File: config.mk
export PLATFORM = sky130hd
export DESIGN_NAME = dcache_wa
export DESIGN_NICKNAME = d
export VERILOG_FILES = /design/src/rtl/dcache_pkg.sv /design/src/rtl/dc_refill_ctrl.sv /design/src/rtl/dc_line_store.sv /design/src/rtl/dcache_wa.sv
export SDC_FILE = /design/constraint.sdc
export NUM_CORES = 1
export LEC_CHECK = 0
export ABC_AREA = 1
export ABC_CLOCK_PERIOD_IN_PS = 11350
export CORE_ASPECT_RATIO = 1.25
export CORE_MARGIN = 2
export CORE_UTILIZATION = 35
export CTS_CLUSTER_DIAMETER = 150
export CTS_CLUSTER_SIZE = 8
export DETAILED_ROUTE_END_ITERATION = 8
export HOLD_SLACK_MARGIN = 0.15
export PLACE_DENSITY = 0.5
export SLEW_MARGIN = 20
export SYNTH_ARGS = -nofsm -noshare
export SYNTH_HDL_FRONTEND = slang
export SYNTH_SLANG_ARGS = --single-unit
File: constraint.sdc
create_clock -name clk -period 11.35 [get_ports clk]
set_clock_uncertainty 0.05 [all_clocks]
set_input_delay 1.135 -clock clk [delete_from_list [all_inputs] [get_ports clk]]
set_output_delay 1.135 -clock clk [all_outputs]
set_load 0.02 [all_outputs]
File: src/rtl/dcache_pkg.sv
package dcache_pkg;

  // Default rebase subtracted from every byte address before decoding.
  localparam int unsigned DC_DEF_BASE = 32'h100;

  // Full refill wait: one slot per word at the memory's per-word delay,
  // plus a single cycle of overhead.
  function automatic int unsigned dc_refill_cycles(input int unsigned words,
                                                   input int unsigned per_word);
    return words * per_word + 1;
  endfunction

endpackage

File: src/rtl/dc_refill_ctrl.sv
module dc_refill_ctrl
  import dcache_pkg::*;
#(
  parameter int unsigned LINE_WORDS = 4,
  parameter int unsigned WORD_DELAY = 3,
  parameter int unsigned LINE_W     = 12
) (
  input  logic                          clk,
  input  logic                          rst_n,
  input  logic                          start_i,
  input  logic [LINE_W-1:0]             start_line_i,
  input  logic                          freeze_i,
  output logic                          pending_o,
  output logic                          done_o,
  output logic                          fill_en_o,
  output logic [$clog2(LINE_WORDS)-1:0] fill_word_o,
  output logic [LINE_W-1:0]             line_o
);

  localparam int unsigned OFF_W   = $clog2(LINE_WORDS);
  localparam int unsigned PENALTY = dc_refill_cycles(LINE_WORDS, WORD_DELAY);
  localparam int unsigned CNT_W   = $clog2(PENALTY + 1);

  logic              pend_q;
  logic [CNT_W-1:0]  cnt_q;
  logic [LINE_W-1:0] line_q;
  logic              active;
  logic [CNT_W-1:0]  slot;

  // The countdown moves only in cycles where the instruction side is quiet.
  assign active    = pend_q && !freeze_i;
  assign done_o    = active && (cnt_q == CNT_W'(1));
  // Words are captured during the last LINE_WORDS moving cycles before done.
  assign fill_en_o = active && (cnt_q >= CNT_W'(2)) &&
                     (cnt_q <= CNT_W'(LINE_WORDS + 1));
  assign slot        = CNT_W'(LINE_WORDS + 1) - cnt_q;
  assign fill_word_o = slot[OFF_W-1:0];
  assign pending_o   = pend_q;
  assign line_o      = line_q;

  always_ff @(posedge clk) begin
    if (!rst_n) begin
      pend_q <= 1'b0;
      cnt_q  <= '0;
      line_q <= '0;
    end else if (start_i) begin
      pend_q <= 1'b1;
      cnt_q  <= CNT_W'(PENALTY);
      line_q <= start_line_i;
    end else if (active) begin
      if (cnt_q == CNT_W'(1)) begin
        pend_q <= 1'b0;
        cnt_q  <= '0;
      end else begin
        cnt_q <= cnt_q - CNT_W'(1);
      end
    end
  end

  // a paused cycle leaves the countdown where it was.
  a_r5_pause_holds_count: assert property (@(posedge clk) disable iff (!rst_n)
    (pend_q && freeze_i) |=> $stable(cnt_q));

  // an outstanding refill always has a countdown within its loaded range.
  a_r4_count_in_range: assert property (@(posedge clk) disable iff (!rst_n)
    pend_q |-> (cnt_q != '0) && (cnt_q <= CNT_W'(PENALTY)));

  // a new refill is never started over an outstanding one.
  a_r4_single_outstanding: assert property (@(posedge clk) disable iff (!rst_n)
    start_i |-> !pend_q);

  // a freshly started refill is busy in the following cycle.
  a_r4_start_then_pending: assert property (@(posedge clk) disable iff (!rst_n)
    start_i |=> (pend_q && !done_o));

endmodule

File: src/rtl/dc_line_store.sv
module dc_line_store #(
  parameter int unsigned NLINES     = 4,
  parameter int unsigned LINE_WORDS = 4,
  parameter int unsigned TAG_W      = 10,
  parameter int unsigned DATA_W     = 32
) (
  input  logic                          clk,
  input  logic                          rst_n,
  input  logic [$clog2(NLINES)-1:0]     lk_idx,
  input  logic [$clog2(LINE_WORDS)-1:0] lk_off,
  input  logic [TAG_W-1:0]              lk_tag,
  output logic                          lk_hit_o,
  output logic [DATA_W-1:0]             lk_word_o,
  input  logic                          alloc_en,
  input  logic [$clog2(NLINES)-1:0]     alloc_idx,
  input  logic [TAG_W-1:0]              alloc_tag,
  input  logic                          fill_en,
  input  logic [$clog2(NLINES)-1:0]     fill_idx,
  input  logic [$clog2(LINE_WORDS)-1:0] fill_off,
  input  logic [DATA_W-1:0]             fill_data,
  input  logic                          seal_en,
  input  logic [$clog2(NLINES)-1:0]     seal_idx,
  input  logic                          wr_en,
  input  logic [$clog2(NLINES)-1:0]     wr_idx,
  input  logic [$clog2(LINE_WORDS)-1:0] wr_off,
  input  logic [DATA_W-1:0]             wr_data
);

  localparam int unsigned IDX_W = $clog2(NLINES);

  logic [DATA_W-1:0] words_q [NLINES][LINE_WORDS];
  logic              line_valid [NLINES];
  logic [TAG_W-1:0]  line_tag   [NLINES];

  // Word storage needs no reset; the valid bits guard it.
  always_ff @(posedge clk) begin
    if (fill_en) words_q[fill_idx][fill_off] <= fill_data;
    if (wr_en)   words_q[wr_idx][wr_off]     <= wr_data;
  end

  for (genvar g = 0; g < NLINES; g++) begin : g_line
    logic             v_q;
    logic [TAG_W-1:0] t_q;

    always_ff @(posedge clk) begin
      if (!rst_n) begin
        v_q <= 1'b0;
        t_q <= '0;
      end else if (alloc_en && (alloc_idx == IDX_W'(g))) begin
        v_q <= 1'b0;
        t_q <= alloc_tag;
      end else if (seal_en && (seal_idx == IDX_W'(g))) begin
        v_q <= 1'b1;
      end
    end

    assign line_valid[g] = v_q;
    assign line_tag[g]   = t_q;

    // starting a miss invalidates the line, so a half-filled line never hits.
    a_r10_alloc_clears_valid: assert property (@(posedge clk) disable iff (!rst_n)
      (alloc_en && (alloc_idx == IDX_W'(g))) |=> !v_q);

    // completing a refill leaves the line valid.
    a_r6_seal_sets_valid: assert property (@(posedge clk) disable iff (!rst_n)
      (seal_en && (seal_idx == IDX_W'(g))) |=> v_q);
  end

  assign lk_hit_o  = line_valid[lk_idx] && (line_tag[lk_idx] == lk_tag);
  assign lk_word_o = words_q[lk_idx][lk_off];

endmodule

File: src/rtl/dcache_wa.sv
module dcache_wa
  import dcache_pkg::*;
#(
  parameter int unsigned ADDR_W     = 16,
  parameter int unsigned DATA_W     = 32,
  parameter int unsigned NLINES     = 4,
  parameter int unsigned LINE_WORDS = 4,
  parameter int unsigned WORD_DELAY = 3,
  parameter int unsigned BASE       = DC_DEF_BASE,
  parameter int unsigned CNT_W      = 16
) (
  input  logic              clk,
  input  logic              rst_n,
  input  logic              req_valid,
  input  logic              req_we,
  input  logic [ADDR_W-1:0] req_addr,
  input  logic [DATA_W-1:0] req_wdata,
  input  logic              icache_refill,
  output logic [DATA_W-1:0] rsp_data,
  output logic              rsp_busy,
  output logic [ADDR_W-3:0] mem_addr,
  input  logic [DATA_W-1:0] mem_rdata,
  output logic              wbuf_valid,
  output logic [ADDR_W-3:0] wbuf_addr,
  output logic [DATA_W-1:0] wbuf_data,
  output logic [CNT_W-1:0]  access_count,
  output logic [CNT_W-1:0]  hit_count
);

  localparam int unsigned WA_W   = ADDR_W - 2;
  localparam int unsigned OFF_W  = $clog2(LINE_WORDS);
  localparam int unsigned IDX_W  = $clog2(NLINES);
  localparam int unsigned TAG_W  = WA_W - OFF_W - IDX_W;
  localparam int unsigned LINE_W = WA_W - OFF_W;

  // ---- address arithmetic ----
  function automatic logic [WA_W-1:0] to_word(input logic [ADDR_W-1:0] a);
    logic [ADDR_W-1:0] d;
    d = a - ADDR_W'(BASE);
    return d[ADDR_W-1:2];
  endfunction

  function automatic logic [OFF_W-1:0] off_of(input logic [WA_W-1:0] w);
    return w[OFF_W-1:0];
  endfunction

  function automatic logic [IDX_W-1:0] idx_of(input logic [WA_W-1:0] w);
    return w[OFF_W+IDX_W-1:OFF_W];
  endfunction

  function automatic logic [TAG_W-1:0] tag_of(input logic [WA_W-1:0] w);
    return w[WA_W-1:OFF_W+IDX_W];
  endfunction

  function automatic logic [LINE_W-1:0] line_of(input logic [WA_W-1:0] w);
    return w[WA_W-1:OFF_W];
  endfunction

  // ---- named internal events ----
  logic [WA_W-1:0]   req_word;
  logic              pending;
  logic              refill_done;
  logic              fill_en;
  logic [OFF_W-1:0]  fill_word;
  logic [LINE_W-1:0] refill_line;
  logic              hit_raw;
  logic [DATA_W-1:0] hit_word;
  logic              new_req;
  logic              lookup_hit;
  logic              miss_start;
  logic              serve;
  logic              store_commit;
  logic [CNT_W-1:0]  access_q;
  logic [CNT_W-1:0]  hit_q;

  assign req_word     = to_word(req_addr);
  assign new_req      = req_valid && !pending;
  assign lookup_hit   = new_req && hit_raw;
  assign miss_start   = new_req && !hit_raw;
  // The request is held while busy, so completion serves it directly.
  assign serve        = lookup_hit || refill_done;
  assign store_commit = serve && req_we;

  dc_refill_ctrl #(
    .LINE_WORDS (LINE_WORDS),
    .WORD_DELAY (WORD_DELAY),
    .LINE_W     (LINE_W)
  ) u_ctrl (
    .clk          (clk),
    .rst_n        (rst_n),
    .start_i      (miss_start),
    .start_line_i (line_of(req_word)),
    .freeze_i     (icache_refill),
    .pending_o    (pending),
    .done_o       (refill_done),
    .fill_en_o    (fill_en),
    .fill_word_o  (fill_word),
    .line_o       (refill_line)
  );

  dc_line_store #(
    .NLINES     (NLINES),
    .LINE_WORDS (LINE_WORDS),
    .TAG_W      (TAG_W),
    .DATA_W     (DATA_W)
  ) u_store (
    .clk       (clk),
    .rst_n     (rst_n),
    .lk_idx    (idx_of(req_word)),
    .lk_off    (off_of(req_word)),
    .lk_tag    (tag_of(req_word)),
    .lk_hit_o  (hit_raw),
    .lk_word_o (hit_word),
    .alloc_en  (miss_start),
    .alloc_idx (idx_of(req_word)),
    .alloc_tag (tag_of(req_word)),
    .fill_en   (fill_en),
    .fill_idx  (refill_line[IDX_W-1:0]),
    .fill_off  (fill_word),
    .fill_data (mem_rdata),
    .seal_en   (refill_done),
    .seal_idx  (refill_line[IDX_W-1:0]),
    .wr_en     (store_commit),
    .wr_idx    (idx_of(req_word)),
    .wr_off    (off_of(req_word)),
    .wr_data   (req_wdata)
  );

  // ---- responses ----
  assign rsp_busy   = miss_start || (pending && !refill_done);
  assign rsp_data   = (serve && !req_we) ? hit_word : '0;
  assign mem_addr   = {refill_line, fill_word};
  assign wbuf_valid = store_commit;
  assign wbuf_addr  = req_word;
  assign wbuf_data  = req_wdata;

  // ---- statistics ----
  always_ff @(posedge clk) begin
    if (!rst_n) begin
      access_q <= '0;
      hit_q    <= '0;
    end else begin
      if (new_req)    access_q <= access_q + CNT_W'(1);
      if (lookup_hit) hit_q    <= hit_q + CNT_W'(1);
    end
  end

  assign access_count = access_q;
  assign hit_count    = hit_q;

  // hits never outnumber accesses.
  a_r9_hits_bounded: assert property (@(posedge clk) disable iff (!rst_n)
    hit_count <= access_count);

  // the access count moves by at most one per cycle.
  a_r9_access_step: assert property (@(posedge clk) disable iff (!rst_n)
    (access_count == $past(access_count)) ||
    (access_count == $past(access_count) + CNT_W'(1)));

  // a post to the write buffer happens only for a store that is not waiting.
  a_r7_post_only_served_store: assert property (@(posedge clk) disable iff (!rst_n)
    wbuf_valid |-> (req_we && !rsp_busy));

  // waiting cycles are never counted as new accesses.
  a_r4_wait_not_counted: assert property (@(posedge clk) disable iff (!rst_n)
    (pending && !refill_done) |=> (access_count == $past(access_count)));

endmodule

# [Yosys cells after proc, flatten, opt, wreduce, memory -nomap -nowiden]
# Memories as Yosys holds them, arrays and structs flattened.
# Cells that the tools add are included.
[totals] regBits=93 latch_bits=0 mem_bits_rw=512 romBits=0 input_bits=85 wordCells=105 memories=1
[classes] add_sub_neg=5 multipliers=0 div=0 n_lt_le_gt_ge=7 eq_ne=8 shifts=0 n_mux=27 bitwise=4 reduce_logical=39
[mem_list] memory="u_store.words_q" depth=4 width=128 rd=1 rd_ports_with_merged_regs=0 wr=1 line="dc_line_store.sv:31" source="logic [DATA_W-1:0] words_q [NLINES][LINE_WORDS];"
[ops] operator="128-bit two-way mux" n=4
[ops] operator="32-bit two-way mux" n=5
[ops] operator="32-bit demux with 2-bit select" n=2
[ops] operator="128-bit OR reduction" n=1
[ops] operator="32-bit binary-select mux with 2-bit select" n=1
[ops] operator="16-bit by 1-bit adder with 16-bit output, second input constant" n=2
[ops] operator="1-bit logical AND" n=21
[ops] operator="10-bit binary-select mux with 2-bit select" n=1
[ops] operator="10-bit two-way mux" n=2
[ops] operator="16-bit by 9-bit subtractor with 16-bit output, second input constant" n=1
[ops] operator="4-bit two-way mux" n=3
[ops] operator="10-bit == test" n=1
[ops] operator="2-bit OR reduction" n=5
[ops] operator="3-bit greater-or-equal comparator, second input constant" n=3
[ops] operator="2-bit inverter with 3-bit output" n=3
[ops] operator="2-bit == test, second input constant" n=4
[ops] operator="1-bit two-way mux" n=7
[ops] operator="3-bit by 1-bit < comparator with 1-bit output, second input constant" n=2
[ops] operator="1-bit logical NOT" n=5
[ops] operator="2-bit by 1-bit == test with 1-bit output, second input constant" n=2
[ops] operator="4-bit by 1-bit == test with 1-bit output, second input constant" n=1
[ops] operator="4-bit by 2-bit greater-or-equal comparator with 1-bit output, second input constant" n=1
[ops] operator="4-bit by 3-bit less-or-equal comparator with 1-bit output, second input constant" n=1
[ops] operator="2-bit logical NOT" n=2
[ops] operator="8 further kinds" n=10

# [Longest topological paths before layout]
# Gate-level depths: netlist of the first run.
[depth] depth_word=14 ltp_mapped=20 mapped_depth_nobuf=18

# [By module]
# From an unflattened synthesis of the first run, not the netlist that was laid out.
[unflattened] cells_unflattened=3454 hier_area_um2=30458.0
[by_module_without_submodules] module="dc_line_store" instances=1 cells_each=2994 area_per_inst_um2=27445.1 seq_area_each_um2=16255.6
[by_module_without_submodules] module="dcache_wa" instances=1 cells_each=368 area_per_inst_um2=2314.7 seq_area_each_um2=640.6
[by_module_without_submodules] module="dc_refill_ctrl" instances=1 cells_each=92 area_per_inst_um2=698.2 seq_area_each_um2=340.3

# [Worst setup path before layout of the first run]
# OpenSTA, ideal clock, no wires.
[synth_path] path_kind="in2reg" from="input req_addr[8]" to="memory u_store.words_q[0][0] (netlist name), enable pin" setup_time_ns=0.421 arrival_time_ns=4.652 path_slack_ns=6.227 path_stages=16 path_cell_list="clkinv_1 -> ha_1 -> xor2_2 -> inv_1 -> nand2_1 -> nand2_1 -> nor2_1 -> nand2_1 -> nor2_2 -> nand3_2 -> nand2_4 -> nand2_4 -> buf_6 -> nand2_1 -> o21ai_2 -> nor2_1"
[synth_between] elab_chain_cells=10 elab_cells_between_ends=11 classes_between="1 x add/sub; 1 x eq/ne; 4 x mux; 5 x reduce/logical"
[synth_rtl] element="start: declaration" line="dcache_wa.sv:16" source="input logic [ADDR_W-1:0] req_addr,"
[synth_rtl] element="16-bit by 9-bit subtractor with 16-bit output (*)" line="dcache_wa.sv:39" source="d = a - ADDR_W'(BASE);"
[synth_rtl] element="named net wbuf_addr[8]" line="dcache_wa.sv:24" source="output logic [ADDR_W-3:0] wbuf_addr,"
[synth_rtl] element="10-bit == test (*)" line="dc_line_store.sv:69" source="assign lk_hit_o = line_valid[lk_idx] && (line_tag[lk_idx] == lk_tag);"
[synth_rtl] element="1-bit logical AND (*)" line="dc_line_store.sv:69"
[synth_rtl] element="1-bit logical AND (*)" line="dcache_wa.sv:78" source="assign lookup_hit = new_req && hit_raw;"
[synth_rtl] element="1-bit logical OR (*)" line="dcache_wa.sv:81" source="assign serve = lookup_hit || refill_done;"
[synth_rtl] element="1-bit logical AND (*)" line="dcache_wa.sv:82" source="assign store_commit = serve && req_we;"
[synth_rtl] element="1-bit two-way mux (*)" line="dc_line_store.sv:38" source="if (wr_en) words_q[wr_idx][wr_off] <= wr_data;"
[synth_rtl] element="128-bit two-way mux (not written as such) (*)" line="dc_line_store.sv:38"
[synth_rtl] element="128-bit OR reduction (no line)"
[synth_rtl] element="2-bit two-way mux (no line) or 128-bit two-way mux (tied branches)"
[synth_rtl] element="end: declaration" line="dc_line_store.sv:31"
# Mark *: on every way through the listed nets, which the timed path passes. The rest lies on a longest branch.

# [Worst setup path in the final report of the first run]
[layout_path] from="input req_addr[4]" to="output rsp_data[30]"
[layout_between] elab_chain_cells=11 elab_cells_between_ends=18 classes_between="1 x add/sub; 1 x eq/ne; 10 x mux; 1 x bitwise; 4 x reduce/logical; 1 x memory"
[layout_rtl] element="16-bit by 9-bit subtractor with 16-bit output (*)" line="dcache_wa.sv:39"
[layout_rtl] element="2-bit inverter with 3-bit output (not written as such)" line="dc_line_store.sv:69"
[layout_rtl] element="10-bit binary-select mux with 2-bit select" line="dc_line_store.sv:69"
[layout_rtl] element="10-bit two-way mux (not written as such) (2 in series)" line="dc_line_store.sv:69"
[layout_rtl] element="10-bit == test" line="dc_line_store.sv:69"
[layout_rtl] element="1-bit logical AND" line="dc_line_store.sv:69"
[layout_rtl] element="1-bit logical AND" line="dcache_wa.sv:78"
[layout_rtl] element="1-bit logical OR" line="dcache_wa.sv:81"
[layout_rtl] element="1-bit logical AND" line="dcache_wa.sv:131" source="assign rsp_data = (serve && !req_we) ? hit_word : '0;"
[layout_rtl] element="32-bit two-way mux (*)" line="dcache_wa.sv:131"
[layout_rtl] element="end: declaration" line="dcache_wa.sv:19" source="output logic [DATA_W-1:0] rsp_data,"
# Every way passes the cells marked *; elsewhere a longest branch is shown, timed or not. The select of a mux whose other input is x is not followed.

==> results of run 1 <==
-- routing by layer --
| metal | vias up | routed length (um) | global-route usage (%) |
|---|---|---|---|
| li1 | 7611 | - | - |
| met1 | 8111 | 29220 | 24.57 |
| met2 | 511 | 34530 | 34.00 |
| met3 | 121 | 3428 | 2.561 |
| met4 | 0 | 1992 | 7.256 |
| met5 | - | 0 | 0 |
-- placed cells by master (no fill, tap or decap), types with 3 or more instances in the layout --
cell type and n:
edfxtp_1 512, nand2_1 398, o22ai_1 248, clkdlybuf4s50_1 207, o21ai_0 148, nor2_1 101, dfxtp_1 93, clkbuf_16 86
nand3_1 66, inv_1 62, a21oi_1 59, nand4_1 45, buf_4 30, clkbuf_1 24, nor2_4 21, nor3_1 12
a22oi_1 8, clkinv_1 7, ha_1 7, inv_2 6, a31oi_1 6, nand2_4 5, nor2_2 4, inv_6 4
nand2_2 4, xnor2_1 4, o21ai_2 3
-- power by group --
part	internal (mW)	switching, mW	total, mW	leakage (nW)
Combinational	0.0993	0.208	0.308	3.32
Sequential	2.43	0.00860	2.44	5.36
Clock	1.37	0.910	2.28	1.14
-- per-stage QoR --
| step | hold WS (ns) | instance area (um2) | std cells |
|---|---|---|---|
| 2_1_floorplan | 0.3840 | 23960 | 1973 |
| 3_3_place_gp | 0.3992 | 26770 | 2947 |
| 3_5_place_dp | 0.4050 | 26770 | 2947 |
| 4_1_cts | 0.4134 | 29120 | 3064 |
| 5_1_grt | 0.4253 | 29130 | 3064 |
| 6_report | 0.4123 | 29130 | 3064 |
-- worst min-delay path, delay by kind of cell, from the launching register on --
kind / cells / cell delay (ns)
AND/OR/NAND/NOR: 2 / 0.11
flip-flops: 1 / 0.30
-- registers in the layout, indices dropped and copies added (netlist names) --
signal	cells
u_store.words_q	512
u_store.g_line.t_q	40
access_count	16
hit_count	16
u_ctrl.line_o	12
u_ctrl.cnt_q	4
u_store.g_line.v_q	4
u_ctrl.pending_o	1
-- layout make-up --
class,instances,area [um2]
timing repair buffer,238,2302
fill,6350,38880
tap,872,1091
inverter,77,299.0
sequential,605,17240
clock buffer,110,2242
clock inverter,7,105.1
multi-input combinational,1155,5849
-- path summary, 6_finish.rpt --
path,slack [ns],depth (start not counted),to,from
max,4.54,15,rsp_data[30],req_addr[4]
min,0.41,2,u_store.g_line[2].t_q[1],u_store.g_line[2].t_q[1]
max reg2reg,7.59,17,u_store.words_q[2][114],u_store.g_line[1].v_q
min reg2reg,0.41,2,u_store.g_line[2].t_q[1],u_store.g_line[2].t_q[1]
-- kinds of logic after synthesis --
family,Yosys count
compound gates,480
buf+inv,213
fa+ha+maj,7
flops,605
xor+xnor,6
simple gates,662
==> run metrics, run 1 <==
initial antenna violation count=0; mapped cell area=23960 um2; initial core utilization=35.23%; Worst setup EP type=primary output; top-count cell post-synth=edfxtp_1; Max Fclk=146.8 MHz; RePlAce Congestion=0.8896; number of synthesized flops with an enable pin=512; WL per Instance=22.57 um; CTS tree=done; vias post-DR=16350; Tcrit/Tclk final=60.03%; Place WS=4.076 ns; layout cells sized above 1=7.847%; kind of critical path=in2out; final hold vios=0; Total GRT Usage=19.41%; CP Max Fanout=67; Leak Pwr=9.816 nW; number of max-cap violations=0; DRT iter0 DRCs=1181; # IOs=211; Post-Route WL=69.17 mm; crit-path most repeated cell=nand2_4; fin nets=2254; syn_area_per_cell=12.15 um2; drt drc=0; Root Driver=clkbuf_16; Syn Nets=2065; yosys warns=0; vias in the first global route=16190; Worst path slowest cell=nand2_4; largest net degree at the start of global routing=77; Final setup viols=0; clk_lat worst skew=0.63 ns; Area growth syn-to-layout=21.54%; Top delay family on crit path=simple AND/OR/NAND/NOR gates; fin util=42.83%; CTS Hold Bufs=0; outcome=finished, final reports clean; Max stage delay on crit path=0.81 ns; Total Power=5.027 mW; full die area=70590 um2; hpwl dp=36.12 mm; htree depth=3; cell accounting for the most synthesized area=edfxtp_1; Unique masters post-synth=37; Die Y=296.5 um; Pins Over Slew Limit=0; combinational family with the most area after synthesis=simple AND/OR/NAND/NOR gates; RSZ-0062 raised after global routing=no; Worst EP required=10.17 ns; Vias/cell=5.337; # resized after CTS=0; Post-synth ARST share=0%; final worst setup slack=4.536 ns; share of the synthesized area in the top cell type=64.16%; row cnt=107; PD cells=172.6 nW/um2; Core Area=68010 um2; Port Buffers=208; TritonCTS buffer count=85; Startpoint Class=input port; top post-synthesis cells by count=edfxtp_1, nand2_1, o22ai_1; WP buf/inv=4; Hold/Removal Path Class=reg2reg; Synth Area in XOR/XNOR=0.2506%; Mapped Cells=1973; router iterations before antenna repair=5; clock sink total=605; Detail Route Antenna Nets=0; normalized max-slew margin=25.52%; peak supply drop=0.1160 mV; Post-Synth Adder-Cell Area=0.3655%; setup_tns=0 ns; post-layout minimum cycle time=6.814 ns; simple-gate share of the synthesized area=11.63%; register area share after synthesis=71.93%; GR Overflow Total=0; CP Cell Sequence=clkdlybuf4s50_1 -> buf_4 -> inv_2 -> nand2_4 -> o21ai_1 -> nor2_1 -> nand3_1 -> nand2_1 -> nand2_1 -> nor2_2 -> nand3_2 -> nand2_4 -> nand2_4 -> a21oi_1 -> clkdlybuf4s50_1; Critical Path AT=5.63 ns; mux contribution to synthesized area=0%; first-pass GRT wire length=101.9 mm; Most used DFF post-synth=edfxtp_1; # diodes=0; Worst Tran Pin Value=1.117 ns; Post CTS Setup Buffer Count=0; CTS max path bufs=3; width of the die=238.0 um; compound-gate portion of the synthesized area=11.54%; Clock transition at path regs=0.05 ns; Seq cells post-synth=605; top post-synthesis cells by area=edfxtp_1, dfxtp_1, o22ai_1
Note: power is estimated with default switching activity, not from simulation.
==> run 2: changes to the inputs <==
Settings changed: ABC_CLOCK_PERIOD_IN_PS 11350 to 5900, PLACE_DENSITY 0.5 to 0.52.
Clock period 11.35 ns to 5.9 ns, I/O delays scaled along.
==> run metrics, run 2 (synthesis results as in run 1) <==
Switching Share=22.45% (about the same); PD cells=328.7 nW/um2 (+90%); max reg flops=512 (unchanged); Tcrit/Tclk final=87.06%; cell internal pwr=7.491 mW (+92%); CP Cell Sequence=clkdlybuf4s50_1 -> clkinv_1 -> ha_1 -> xor2_2 -> buf_4 -> nand3_1 -> nand2_1 -> nor2_1 -> nand2_1 -> nor2_2 -> nand3_2 -> nand2_4 -> nand2_2 -> a21oi_1 -> clkdlybuf4s50_1; Worst EP required=5.26 ns (-4.91 ns); Post-Place Cell Area=27070 um2 (+1.1%); row cnt=107 (unchanged); Critical Path AT=4.50 ns (-1.13 ns); CTS Hold Bufs=0 (unchanged); final hold vios=0 (unchanged); fin util=43.21% (+0.39 points); Vias/cell=5.350 (+0.24%); worst hold endpoint=u_store.g_line[3].t_q[7]; reg2reg path depth=14 (-3); clock sink total=605 (unchanged); width of the die=238.0 um (unchanged); Leak Pwr=9.932 nW (+1.2%); router iterations before antenna repair=5 (unchanged); Die Y=296.5 um (unchanged); post-layout instance area=29390 um2 (+0.90%); Pins Over Slew Limit=0 (unchanged); largest net degree at the start of global routing=127 (+65%); crit path launch=req_addr[8]; Hold Path Cell Cnt=2 (unchanged); Max Fclk=194.7 MHz; WL per Instance=22.64 um (+0.28%); RR Startpoint=u_ctrl.cnt_q[1]; setup_tns=0 ns (unchanged); drt drc=0 (unchanged); Final setup viols=0 (unchanged); TritonCTS buffer count=85 (unchanged); DRT iter0 DRCs=1166 (-1.3%); NetSw=2.168 mW (+92%); Port Buffers=208 (unchanged); Startpoint Class=input port; Worst path slowest cell=clkdlybuf4s50_1; Area growth syn-to-layout=22.64%; Top reg by flops=u_store.words_q; outcome=finished, final reports clean; initial core utilization=35.23% (unchanged); clk_lat worst skew=0.62 ns (about the same); Post CTS Setup Buffer Count=0 (unchanged); share of power burned in registers=48.7% (about the same); flop2flop setup slack=2.44 ns (-5.15 ns); fill cell count=6283 (-1.1%); RePlAce Congestion=0.8497 (-4.5%); Max stage delay on crit path=0.68 ns (-0.13 ns); vias post-DR=16440 (+0.53%); layout cells sized above 1=8.636% (+0.79 points); Hold/Removal Path Class=reg2reg; normalized max-slew margin=34.45% (+8.9 points); Worst Tran Pin Value=0.9832 ns (-0.1339 ns); # IOs=211 (unchanged); vias in the first global route=16570 (+2.3%); Inst Count DP=2964 (+0.58%); Total GRT Usage=19.53% (+0.13 points); peak supply drop=0.2054 mV (+77%); full die area=70590 um2 (unchanged); CTS max path bufs=3 (unchanged); fin nets=2271 (+0.75%); post-layout minimum cycle time=5.136 ns; R2R Path End=u_store.words_q[2][124]; number of max-cap violations=0 (unchanged); Comb power frac=6.3% (+0.2 points); Clock power frac=45.0% (-0.3 points); most frequent cells in the layout=edfxtp_1, nand2_1, o22ai_1, clkdlybuf4s50_1, o21ai_0; # resized after CTS=0 (unchanged); Root Driver=clkbuf_16; Core Area=68010 um2 (unchanged); hold_sp=u_store.g_line[3].t_q[7]; CTS tree=done; RSZ-0062 raised after global routing=no; first-pass GRT wire length=103.1 mm (+1.2%); htree depth=3 (unchanged); hpwl dp=39.41 mm (+9.1%); kind of critical path=in2out; CP Max Fanout=18 (-73%); most common cell after layout, fill and taps aside=edfxtp_1; post-route insts no fill=3073 (+0.29%); initial antenna violation count=1 (+1); Detail Route Antenna Nets=0 (unchanged); Clock transition at path regs=0.05 ns (about the same); GR Overflow Total=0 (unchanged); Post-Route WL=69.56 mm (+0.57%); biggest regs=u_store.words_q: 512 flops, u_store.g_line.t_q: 40 flops; Worst setup EP type=primary output
==> run 2: cell count changes in the layout (fill, tap and decap cells not counted), sizes merged <==
cell and change:
clkdlybuf4s50 -2, clkbuf -8, diode +1, inv -1, buf +19
==> run 2: critical path: cells and delay by family <==
kind,cells,cell delay (ns)
buffers and inverters,4,1.66
XOR/XNOR,1,0.20
AND/OR/NAND/NOR,8,1.22
AO/OA/AOI/OAI,1,0.41
adder cells (fa/ha/maj),1,0.38
==> run 2: final cells by class <==
cell class	instances	area (um2)	area share, %
inverters	77	294.0	1.001
multi-input cells	1155	5844	19.89
diodes	1	2.502	0.008515
flip-flops and latches	605	17240	58.65
clock inverters	6	107.6	0.3661
clock buffers	102	2212	7.527
well taps	872	1091	3.713
repair buffers	255	2600	8.847
==> run 2: per-stage QoR <==
step	setup slack (ns)	hold slack [ns]	power [mW]
after global placement	0.7273	0.4001	5.383
after CTS	0.7350	0.4119	9.752
after floorplan	1.322	0.3840	5.114
final	0.7636	0.4136	9.659
after detailed placement	0.7577	0.4034	5.391
after global routing	0.4969	0.4315	9.958
==> run 2: how the worst max path moves through the flow <==
stage	end	slack, ns
after floorplan	u_store.words_q[0][0]	1.32
after global placement	rsp_data[30]	0.73
after detailed placement	rsp_data[30]	0.76
after CTS	rsp_data[13]	0.73
after global routing	rsp_data[11]	0.50
final	rsp_data[30]	0.76
==> run 2: power by group through the flow <==
stage / clock network, mW / logic, mW / registers (mW)
after global routing: 4.60 / 0.660 / 4.70
after detailed placement: 0 / 0.611 / 4.78
final: 4.35 / 0.608 / 4.70
after floorplan: 0 / 0.331 / 4.78
after CTS: 4.44 / 0.613 / 4.70
after global placement: 0 / 0.604 / 4.78
==> run 2: layer usage <==
metal,up-vias,routed length (um),track usage [%]
met1,8197,29160,24.64
met5,-,0,0
met4,0,1445,6.159
li1,7659,-,-
met3,97,3340,2.691
met2,488,35610,34.79
==> run 3: changes to the inputs <==
Settings changed: SLEW_MARGIN 20 to 5.
==> results of run 3 <==
Same layout as run 2: the final DEF is identical, and so are final timing and power.
